==> src/rtl/sscr_pkg.sv <==
package sscr_pkg;

    localparam int CHAR_W = 8;
    localparam int X_W    = 5;
    localparam int Y_W    = 3;
    localparam logic [X_W-1:0] K28_X    = 5'd28;
    localparam logic [Y_W-1:0] Y_BANNED = 3'd7;
    localparam logic [Y_W-1:0] Y_SUBST  = 3'd5;
    localparam int Y_SPAN = 7;

    // data scrambler: x^23 + x^18 + 1
    localparam int DS_W  = 23;
    localparam int DS_TA = 22;
    localparam int DS_TB = 17;
    // special scrambler: x^7 + x^6 + 1, three bits in per character
    localparam int KS_W  = 7;

    localparam int D_LOCK   = (DS_W + CHAR_W - 1) / CHAR_W;
    localparam int K_LOCK   = (KS_W + Y_W - 1) / Y_W;
    localparam int LOCK_MAX = (D_LOCK > K_LOCK) ? D_LOCK : K_LOCK;
    localparam int CNT_W    = $clog2(LOCK_MAX + 1);

    typedef logic [CNT_W-1:0] cnt_t;
    typedef logic [DS_W-1:0]  dstate_t;
    typedef logic [KS_W-1:0]  kstate_t;

    typedef enum logic [1:0] {CLS_DATA, CLS_K28, CLS_PASS} cls_t;

    typedef struct packed {
        logic [CHAR_W-1:0] val;
        logic              is_k;
    } char_t;

    typedef struct packed {
        dstate_t d;
        kstate_t k;
    } st_t;

    typedef struct packed {
        logic [CHAR_W-1:0] v;
        dstate_t           s;
    } dres_t;

    typedef struct packed {
        logic [Y_W-1:0] y;
        kstate_t        s;
    } kres_t;

    // tx_side: K28.7 is accepted (and substituted) only on the transmit side
    function automatic cls_t classify(char_t c, logic tx_side);
        if (!c.is_k)
            return CLS_DATA;
        if (c.val[X_W-1:0] == K28_X &&
            (tx_side || c.val[CHAR_W-1 -: Y_W] != Y_BANNED))
            return CLS_K28;
        return CLS_PASS;
    endfunction

    function automatic dres_t d_scr(logic [CHAR_W-1:0] d, dstate_t s_in);
        dres_t   r;
        dstate_t s;
        s = s_in;
        r.v = '0;
        for (int b = 0; b < CHAR_W; b++) begin
            r.v[b] = d[b] ^ s[DS_TA] ^ s[DS_TB];
            s = {s[DS_W-2:0], r.v[b]};
        end
        r.s = s;
        return r;
    endfunction

    function automatic dres_t d_dscr(logic [CHAR_W-1:0] d, dstate_t s_in);
        dres_t   r;
        dstate_t s;
        s = s_in;
        r.v = '0;
        for (int b = 0; b < CHAR_W; b++) begin
            r.v[b] = d[b] ^ s[DS_TA] ^ s[DS_TB];
            s = {s[DS_W-2:0], d[b]};
        end
        r.s = s;
        return r;
    endfunction

    function automatic logic [Y_W-1:0] k_key(kstate_t s);
        logic [Y_W-1:0] raw;
        raw = s[KS_W-1 -: Y_W] ^ s[KS_W-2 -: Y_W];
        return (raw == Y_BANNED) ? '0 : raw;
    endfunction

    function automatic logic [Y_W-1:0] y_fwd(logic [Y_W-1:0] y, logic [Y_W-1:0] key);
        logic [4:0] t;
        t = 5'(y) + 5'(key) + 5'd1;
        if (t >= 5'(Y_SPAN))
            t = t - 5'(Y_SPAN);
        if (t >= 5'(Y_SPAN))
            t = t - 5'(Y_SPAN);
        return t[Y_W-1:0];
    endfunction

    function automatic logic [Y_W-1:0] y_rev(logic [Y_W-1:0] r, logic [Y_W-1:0] key);
        logic [4:0] t;
        t = 5'(r) + 5'(2 * Y_SPAN - 1) - 5'(key);
        if (t >= 5'(2 * Y_SPAN))
            t = t - 5'(2 * Y_SPAN);
        if (t >= 5'(Y_SPAN))
            t = t - 5'(Y_SPAN);
        return t[Y_W-1:0];
    endfunction

    function automatic kres_t k_scr(logic [Y_W-1:0] y, kstate_t s);
        kres_t r;
        r.y = y_fwd(y, k_key(s));
        r.s = {s[KS_W-Y_W-1:0], r.y};
        return r;
    endfunction

    function automatic kres_t k_dscr(logic [Y_W-1:0] y, kstate_t s);
        kres_t r;
        r.y = y_rev(y, k_key(s));
        r.s = {s[KS_W-Y_W-1:0], y};
        return r;
    endfunction

endpackage

==> src/rtl/sscr_tx_lane.sv <==
module sscr_tx_lane
    import sscr_pkg::*;
(
    input  char_t ch_i,
    input  st_t   st_i,
    output char_t ch_o,
    output st_t   st_o
);

    dres_t          dr;
    kres_t          kr;
    logic [Y_W-1:0] y_in;

    always_comb begin
        ch_o = ch_i;
        st_o = st_i;
        dr   = '0;
        kr   = '0;
        y_in = (ch_i.val[CHAR_W-1 -: Y_W] == Y_BANNED) ? Y_SUBST
                                                        : ch_i.val[CHAR_W-1 -: Y_W];
        case (classify(ch_i, 1'b1))
            CLS_DATA: begin
                dr       = d_scr(ch_i.val, st_i.d);
                ch_o.val = dr.v;
                st_o.d   = dr.s;
            end
            CLS_K28: begin
                kr       = k_scr(y_in, st_i.k);
                ch_o.val = {kr.y, K28_X};
                st_o.k   = kr.s;
            end
            default: ;
        endcase
    end

endmodule

==> src/rtl/sscr_rx_lane.sv <==
module sscr_rx_lane
    import sscr_pkg::*;
(
    input  char_t ch_i,
    input  st_t   st_i,
    input  cnt_t  cd_i,
    input  cnt_t  ck_i,
    output char_t ch_o,
    output st_t   st_o,
    output cnt_t  cd_o,
    output cnt_t  ck_o,
    output logic  lock_o
);

    dres_t dr;
    kres_t kr;

    always_comb begin
        ch_o   = ch_i;
        st_o   = st_i;
        cd_o   = cd_i;
        ck_o   = ck_i;
        lock_o = 1'b1;
        dr     = '0;
        kr     = '0;
        case (classify(ch_i, 1'b0))
            CLS_DATA: begin
                dr       = d_dscr(ch_i.val, st_i.d);
                ch_o.val = dr.v;
                st_o.d   = dr.s;
                lock_o   = (cd_i >= cnt_t'(D_LOCK));
                if (cd_i < cnt_t'(D_LOCK))
                    cd_o = cd_i + 1'b1;
            end
            CLS_K28: begin
                kr       = k_dscr(ch_i.val[CHAR_W-1 -: Y_W], st_i.k);
                ch_o.val = {kr.y, K28_X};
                st_o.k   = kr.s;
                lock_o   = (ck_i >= cnt_t'(K_LOCK));
                if (ck_i < cnt_t'(K_LOCK))
                    ck_o = ck_i + 1'b1;
            end
            default: ;
        endcase
    end

endmodule

==> src/rtl/sscr_tx_path.sv <==
module sscr_tx_path
    import sscr_pkg::*;
#(
    parameter int LANES = 4
) (
    input  logic                clk,
    input  logic                rst,
    input  logic                in_valid,
    input  char_t [LANES-1:0]   in_ch,
    output logic                out_valid,
    output char_t [LANES-1:0]   out_ch
);

    st_t              st_q;
    st_t              chain [LANES+1];
    char_t [LANES-1:0] lane_ch;

    assign chain[0] = st_q;

    for (genvar g = 0; g < LANES; g++) begin : g_lane
        sscr_tx_lane lane_i (
            .ch_i (in_ch[g]),
            .st_i (chain[g]),
            .ch_o (lane_ch[g]),
            .st_o (chain[g+1])
        );
    end

    always_ff @(posedge clk) begin
        if (rst) begin
            st_q      <= '0;
            out_valid <= 1'b0;
            out_ch    <= '0;
        end else begin
            out_valid <= in_valid;
            if (in_valid) begin
                st_q   <= chain[LANES];
                out_ch <= lane_ch;
            end
        end
    end

endmodule

==> src/rtl/sscr_rx_path.sv <==
module sscr_rx_path
    import sscr_pkg::*;
#(
    parameter int LANES = 4
) (
    input  logic                clk,
    input  logic                rst,
    input  logic                in_valid,
    input  char_t [LANES-1:0]   in_ch,
    output logic                out_valid,
    output char_t [LANES-1:0]   out_ch,
    output logic [LANES-1:0]    out_lock
);

    st_t               st_q;
    cnt_t              cd_q;
    cnt_t              ck_q;
    st_t               chain [LANES+1];
    cnt_t              cd_chain [LANES+1];
    cnt_t              ck_chain [LANES+1];
    char_t [LANES-1:0] lane_ch;
    logic [LANES-1:0]  lane_lock;

    assign chain[0]    = st_q;
    assign cd_chain[0] = cd_q;
    assign ck_chain[0] = ck_q;

    for (genvar g = 0; g < LANES; g++) begin : g_lane
        sscr_rx_lane lane_i (
            .ch_i   (in_ch[g]),
            .st_i   (chain[g]),
            .cd_i   (cd_chain[g]),
            .ck_i   (ck_chain[g]),
            .ch_o   (lane_ch[g]),
            .st_o   (chain[g+1]),
            .cd_o   (cd_chain[g+1]),
            .ck_o   (ck_chain[g+1]),
            .lock_o (lane_lock[g])
        );
    end

    always_ff @(posedge clk) begin
        if (rst) begin
            st_q      <= '0;
            cd_q      <= '0;
            ck_q      <= '0;
            out_valid <= 1'b0;
            out_ch    <= '0;
            out_lock  <= '0;
        end else begin
            out_valid <= in_valid;
            if (in_valid) begin
                st_q     <= chain[LANES];
                cd_q     <= cd_chain[LANES];
                ck_q     <= ck_chain[LANES];
                out_ch   <= lane_ch;
                out_lock <= lane_lock;
            end
        end
    end

endmodule

==> src/rtl/sscr_pair.sv <==
module sscr_pair
    import sscr_pkg::*;
#(
    parameter int LANES = 4,
    localparam int W = LANES * CHAR_W
) (
    input  logic             clk,
    input  logic             rst,
    input  logic             tx_in_valid,
    input  logic [W-1:0]     tx_in_data,
    input  logic [LANES-1:0] tx_in_k,
    output logic             tx_out_valid,
    output logic [W-1:0]     tx_out_data,
    output logic [LANES-1:0] tx_out_k,
    input  logic             rx_in_valid,
    input  logic [W-1:0]     rx_in_data,
    input  logic [LANES-1:0] rx_in_k,
    output logic             rx_out_valid,
    output logic [W-1:0]     rx_out_data,
    output logic [LANES-1:0] rx_out_k,
    output logic [LANES-1:0] rx_out_lock
);

    char_t [LANES-1:0] tx_ch_in;
    char_t [LANES-1:0] tx_ch_out;
    char_t [LANES-1:0] rx_ch_in;
    char_t [LANES-1:0] rx_ch_out;

    for (genvar g = 0; g < LANES; g++) begin : g_map
        assign tx_ch_in[g] = {tx_in_data[g*CHAR_W +: CHAR_W], tx_in_k[g]};
        assign rx_ch_in[g] = {rx_in_data[g*CHAR_W +: CHAR_W], rx_in_k[g]};
        assign tx_out_data[g*CHAR_W +: CHAR_W] = tx_ch_out[g].val;
        assign tx_out_k[g]                     = tx_ch_out[g].is_k;
        assign rx_out_data[g*CHAR_W +: CHAR_W] = rx_ch_out[g].val;
        assign rx_out_k[g]                     = rx_ch_out[g].is_k;
    end

    sscr_tx_path #(.LANES(LANES)) tx_i (
        .clk       (clk),
        .rst       (rst),
        .in_valid  (tx_in_valid),
        .in_ch     (tx_ch_in),
        .out_valid (tx_out_valid),
        .out_ch    (tx_ch_out)
    );

    sscr_rx_path #(.LANES(LANES)) rx_i (
        .clk       (clk),
        .rst       (rst),
        .in_valid  (rx_in_valid),
        .in_ch     (rx_ch_in),
        .out_valid (rx_out_valid),
        .out_ch    (rx_ch_out),
        .out_lock  (rx_out_lock)
    );

endmodule

==> config.mk <==
export PLATFORM = sky130hd
export DESIGN_NAME = sscr_pair
export DESIGN_NICKNAME = d
export VERILOG_FILES = /design/src/rtl/sscr_pkg.sv /design/src/rtl/sscr_tx_lane.sv /design/src/rtl/sscr_rx_lane.sv /design/src/rtl/sscr_tx_path.sv /design/src/rtl/sscr_rx_path.sv /design/src/rtl/sscr_pair.sv
export SDC_FILE = /design/constraint.sdc
export NUM_CORES = 1
export LEC_CHECK = 0
export ABC_AREA = 1
export BUFFER_PORTS_ARGS = -buffer_cell sky130_fd_sc_hd__buf_2
export CORE_ASPECT_RATIO = 1.5
export CORE_MARGIN = 2
export CORE_UTILIZATION = 49
export DETAILED_ROUTE_END_ITERATION = 12
export GPL_ROUTABILITY_DRIVEN = 1
export GPL_TIMING_DRIVEN = 0
export HOLD_SLACK_MARGIN = 0.12
export PLACE_DENSITY_LB_ADDON = 0.3
export SYNTH_ARGS = -nofsm -noshare
export SYNTH_HDL_FRONTEND = slang
export SYNTH_SLANG_ARGS = --single-unit
==> constraint.sdc <==
create_clock -name clk -period 21.5 [get_ports clk]
set_input_delay 4.3 -clock clk [delete_from_list [all_inputs] [get_ports clk]]
set_output_delay 4.3 -clock clk [all_outputs]
set_load 0.02 [all_outputs]
# Word level (Yosys, flattened, before mapping)
# Index checks and enable logic that the tools add are counted.
# op_classes
addsub	40
n_mul	0
n_div	0
n_lt_le_gt_ge	32
eq_ne	32
n_shift	0
n_mux	128
bitwise_logic	136
reduce_logical	12
# ops
op	count
$mux W23	8
$pmux W8 S2	8
$xor A1 B1 Y1	128
$mux W2	48
$mux W5	16
$ge A5 B3 Y1 const B	12
$mux W3	20
$mux W7	8
$eq A5 B5 Y1 const B	8
$eq A3 B3 Y1 const B	12
$sub A3 B3 Y3 const B	8
$xor A3 B3 Y3	8
$add A3 B4 Y5 const B	4
$add A4 B1 Y5 const B	4
$ge A5 B4 Y1 const B	4
$sub A5 B3 Y5	4
$sub A5 B3 Y5 const B	4
$sub A5 B4 Y5 const B	4
$add A2 B1 Y2 const B	8
$add A3 B3 Y4	4
$eq A2 B1 Y1 const B	8
$ge A2 B2 Y1 const B	8
$logic_not A2 Y1	8
$lt A2 B2 Y1 const B	8
other kinds (4)	28
# word_totals
register_bits	142
latch_bits	0
ram_bits	0
mem_bits_ro	0
in_bits	76
elab_cells	405
mem_count	0

# Logic depth before layout (Yosys ltp)
# depth
ltp_word	44
depth_mapped	55
mapped_depth_nobuf	55

# By module
# From an unflattened synthesis, not the netlist that was laid out.
# unflattened
cells_unflattened	2622
area_unflattened_um2	14785.4
# by_module_without_submodules
module	instances	cells_per_inst	area_per_inst_um2
sscr_rx_lane (rx_i.g_lane[0].lane_i ...)	3	224	1149.9
sscr_tx_lane (tx_i.g_lane[0].lane_i ...)	3	207	1063.5
sscr_rx_path	1	473	3104.2
sscr_tx_path	1	422	2757.6
sscr_rx_lane (rx_i.g_lane[2].lane_i)	1	224	1168.6
sscr_tx_lane (tx_i.g_lane[3].lane_i)	1	210	1114.8

# Worst setup path after synthesis
# No wires, ideal clock.
# synth_timing
path_kind	in2reg
from	input tx_in_data[1]
to	register tx_i.out_ch[34] (netlist name)
setup_time_ns	0.132
arrival_time_ns	10.099
t_required_ns	21.368
setup_slack_ns	11.268
cell_stages	46
path_buffers	0
cell_sequence	nor3_2 > nand3_2 > nor2_8 > mux2i_1 > xor2_1 > o21ai_0 > ha_1 > fa_1 > inv_1 > ha_1 > o21ai_1 > nand2_1 > nand2_1 > nand2_1 > ha_1 > nand3_1 > nand2_1 > inv_2 > [10 not listed] > inv_1 > fa_1 > ha_1 > inv_1 > nor2_1 > nor2_1 > nand2_1 > nand2_1 > nand2_1 > ha_1 > nand2_1 > nand2_1 > o21ai_0 > nor2_1 > nor2_1 > nand2_1 > nand2_1 > a21oi_1
# synth_between
elab_chain_len	30
# synth_rtl
element	line	rtl
from (decl)	sscr_pair.sv:10	input logic [W-1:0] tx_in_data,
$eq A5 B5 Y1 (*)	sscr_pkg.sv:53	if (c.val[X_W-1:0] == K28_X &&
$mux W1 (2 in a row)	sscr_pkg.sv:53	
$mux W2 (*)	sscr_pkg.sv:56	return CLS_PASS;
$mux W2 (*)	sscr_pkg.sv:53	
$eq A2 B1 Y1	sscr_tx_lane.sv:21	case (classify(ch_i, 1'b1))
$mux W7	sscr_tx_lane.sv:21	
$xor A3 B3 Y3	sscr_pkg.sv:87	raw = s[KS_W-1 -: Y_W] ^ s[KS_W-2 -: Y_W];
$eq A3 B3 Y1	sscr_pkg.sv:88	return (raw == Y_BANNED) ? '0 : raw;
[13 not listed]	n/a	
$add A3 B3 Y4	sscr_pkg.sv:93	t = 5'(y) + 5'(key) + 5'd1;
$add A4 B1 Y5	sscr_pkg.sv:93	
$sub A5 B3 Y5 / $ge A5 B3 Y1 (equally long branches)	sscr_pkg.sv:95, sscr_pkg.sv:94	
$mux W5	sscr_pkg.sv:94	if (t >= 5'(Y_SPAN))
$mux W5	sscr_tx_lane.sv:21	
$ge A5 B3 Y1 / $sub A3 B3 Y3 (equally long branches)	sscr_pkg.sv:96, sscr_pkg.sv:97	
$mux W3	sscr_pkg.sv:96	if (t >= 5'(Y_SPAN))
$pmux W8 S2 (*)	sscr_tx_lane.sv:21	
to (signal assigned)	sscr_tx_path.sv:38	out_ch <= lane_ch;
to (decl)	sscr_tx_path.sv:11	output char_t [LANES-1:0] out_ch
# Every way passes the cells marked *; elsewhere a longest branch is shown, timed or not. The select of a mux whose other input is x is not followed.
# A chain may end at the register's enable or synchronous reset.

# Worst setup path in the final report
# Same ends and word-level chain as after synthesis.

==> summary.txt <==
status: completed
share of cells above drive strength 1: 0.1416
Clock Path Buffers: 2
clock insertion delay at the later pin of the skew report: 450 ps
Synth Net Count: 2228
register area share after synthesis: 0.2193
Starting Density: 0.4997
register area: 0.002843 mm^2
DRT Pass-1 Iters: 6
slew margin rel.: 0.3327
Worst Clk Skew: 10.18 ps
M2 GR Usage: 0.6546
Non-Filler Instances: 2607
first-pass GRT wire length: 76120 um
CTS Hold Buffers Added: 0
pwr/cell area: 65.86 mW/mm^2
Critical Path Fanout Max: 10
Worst R2R End: tx_i.out_ch[34]
unrepaired setup endpoints after global routing: no
achievable frequency: 0.09086 GHz
cell mode on critical path: nand2_1
count of max-cap constraint violations: 0
TNS Setup: 0 ps
via count: 14750
Setup CP Type: in -> reg
Slew Viols, Final: 0
Synth top area share: 0.2193
clock transition at the registers of the reported paths: 60 ps
post-cts resize count: 0
TritonCTS buffer count: 17
CORE AREA: 0.02594 mm^2
antenna cells: 0
I/O pin total: 154
commonest non-fill, non-tap cells in the layout: nand2_1, inv_1, buf_2, o21ai_0, nand3_1
CP Launch Type: primary input
setup slack, reg-to-reg: 14830 ps
Worst Path Required: 21790 ps
postcts setup bufs: 0
antenna violations before repair: 1
Post-Route WL: 50570 um
Multi-input gate area: 0.008593 mm^2
Worst Hold Depth: 2
post-DR vias/cell: 5.656
input/output buffers: 148
CP max stage cell: fa_1
CP Capture Type: register
row count: 72
largest net degree at the start of global routing: 17
wire per inst: 19.40 um
post-synth cell types: 59
min cycle time layout: 11010 ps
Async S/R FF share, synth: 0
final hold vios: 0
CTS Sinks: 142
Final period util: 0.5119
GR Overflow Total: 0
top cells by area, synth: dfxtp_1, nand2_1, inv_1
vias in the first global route: 14020
Yosys warning total: 0
met3 Use GR: 0.05767
crit path DAT: 11290 ps
final setup vio count: 0
Avg Cell Area, Syn: 6.185 um^2
r2r startpoint: tx_i.chain[125]
Die ar.: 0.02780 mm^2
Worst-Margin Slew: 1001 ps
Worst VDD drop: 55.00 uV
Filler Cell Count: 2678
Die Wd: 136.8 um
GR peak layer: met2
Placed Instances: 2577
routability cong.: 1.039
Syn-to-layout area delta: 13.34%
placed wire-length estimate: 41140 um
# H-tree levels: 4
gr usage total: 0.3626
Synth Cell Area: 0.01296 mm^2
TritonCTS clock tree: built
Cells after Synth: 2096
most common cell after layout, fill and taps aside: nand2_1
top_reg_cell synth: dfxtp_1
Worst Hold Path EP: tx_i.out_ch[25]
EDFF count, synth: 0
Crit path largest cell delay: 530 ps
hold wc startpoint: tx_i.out_ch[25]
DRC viols: 0
Antenna Nets Post-Route: 0
CTS root buf: clkbuf_16
1st-iter DRT viols: 1174
Seq cells post-synth: 142
chip height: 203.2 um
met1 Use GR: 0.3789
Synth area leader: dfxtp_1
# nets final: 2395
worst-case reg-to-reg path depth: 42
worst hold path class: reg -> reg
Pleak: 7.269 nW
-- final cells by class --
type	instances	share of cell area
buffer	90	0.03015
clock buffer	20	0.03108
clock inverter	10	0.007834
inverter	289	0.07383
multi-input combinational	1575	0.5849
sequential	142	0.1935
tap	333	0.02836
timing repair buffer	148	0.05041
-- synthesized netlist by cell type, types with 6 or more instances --
cell type  instances
buf_6             10
o21ai_1           56
xor2_1            60
nand2_1          600
a31oi_1           27
a21oi_1          101
inv_2             16
nand2_2           17
o22ai_1           27
o21ai_2           31
nand3_1          143
or2_1             10
clkbuf_1          58
nand4_1            7
a41oi_1           10
ha_1              48
or2_2             16
inv_1            270
xnor2_1           30
nor2_1           105
buf_1              6
dfxtp_1          142
o21ai_0          159
fa_1               8
nand3_2            9
o221ai_1          13
buf_2             12
a22oi_1            6
o211ai_1          26
-- flip-flops by register name, summed over array words and instances, names as in the netlist --
name / flops
tx_i.out_valid: 1
rx_i.out_valid: 1
tx_i.out_ch: 36
rx_i.cd_q: 2
rx_i.out_ch: 36
rx_i.ck_q: 2
rx_i.chain: 30
tx_i.chain: 30
rx_i.out_lock: 4
-- where the power goes --
group	internal, mW	total (mW)	switching, mW
registers	0.284	0.299	0.0153
logic	0.122	0.368	0.246
clock network	0.175	0.301	0.125
-- worst max-delay path: cells and delay by family --
kind / cells / cell delay (ps)
AND/OR/NAND/NOR: 27 / 2990
adder cells (fa/ha/maj): 8 / 2270
AO/OA/AOI/OAI: 5 / 730
multiplexers: 1 / 360
buffers and inverters: 4 / 330
XOR/XNOR: 1 / 300
-- worst max-delay path by stage --
stage	slack [ps]	startpoint	end
after floorplan	11270	tx_in_data[1]	tx_i.out_ch[34]
after global placement	10380	tx_in_data[1]	tx_i.out_ch[34]
after detailed placement	10170	tx_in_data[1]	tx_i.out_ch[34]
after CTS	10610	tx_in_data[1]	tx_i.out_ch[34]
after global routing	9910	tx_in_data[1]	tx_i.out_ch[34]
final	10490	tx_in_data[1]	tx_i.out_ch[34]
-- stage by stage --
stage          setup slack, ps  hold WS (ps)    util  power (mW)  area, um^2
4_1_cts                  10610         464.1  0.5663      0.9634       14690
2_1_floorplan            11270         445.3       -      0.5578       12960
3_5_place_dp             10170         453.5  0.5443      0.6645       14120
6_report                 10490         461.6  0.5663      0.9676       14690
5_1_grt                   9911         480.0  0.5663       1.021       14690
3_3_place_gp             10380         450.3  0.5443      0.6543       14120
-- layer usage --
layer	vias to the layer above	wire, um
met1	6681	18000
li1	7220	-
met2	648	25240
met3	195	3523
met5	-	5
met4	2	3803
-- cell families (layout without fill, tap and decap cells) --
kind of cell    after synthesis  count (layout)  share of synthesized area
mux                           7               7                   0.007335
flops                       142             142                     0.2193
simple gates                935             935                     0.3088
xor+xnor                     92              92                    0.06331
fa+ha+maj                    56              56                    0.05868
compound gates              485             485                     0.2248
buf+inv                     379             557                     0.1178
Power figures use the tool's default switching activity.
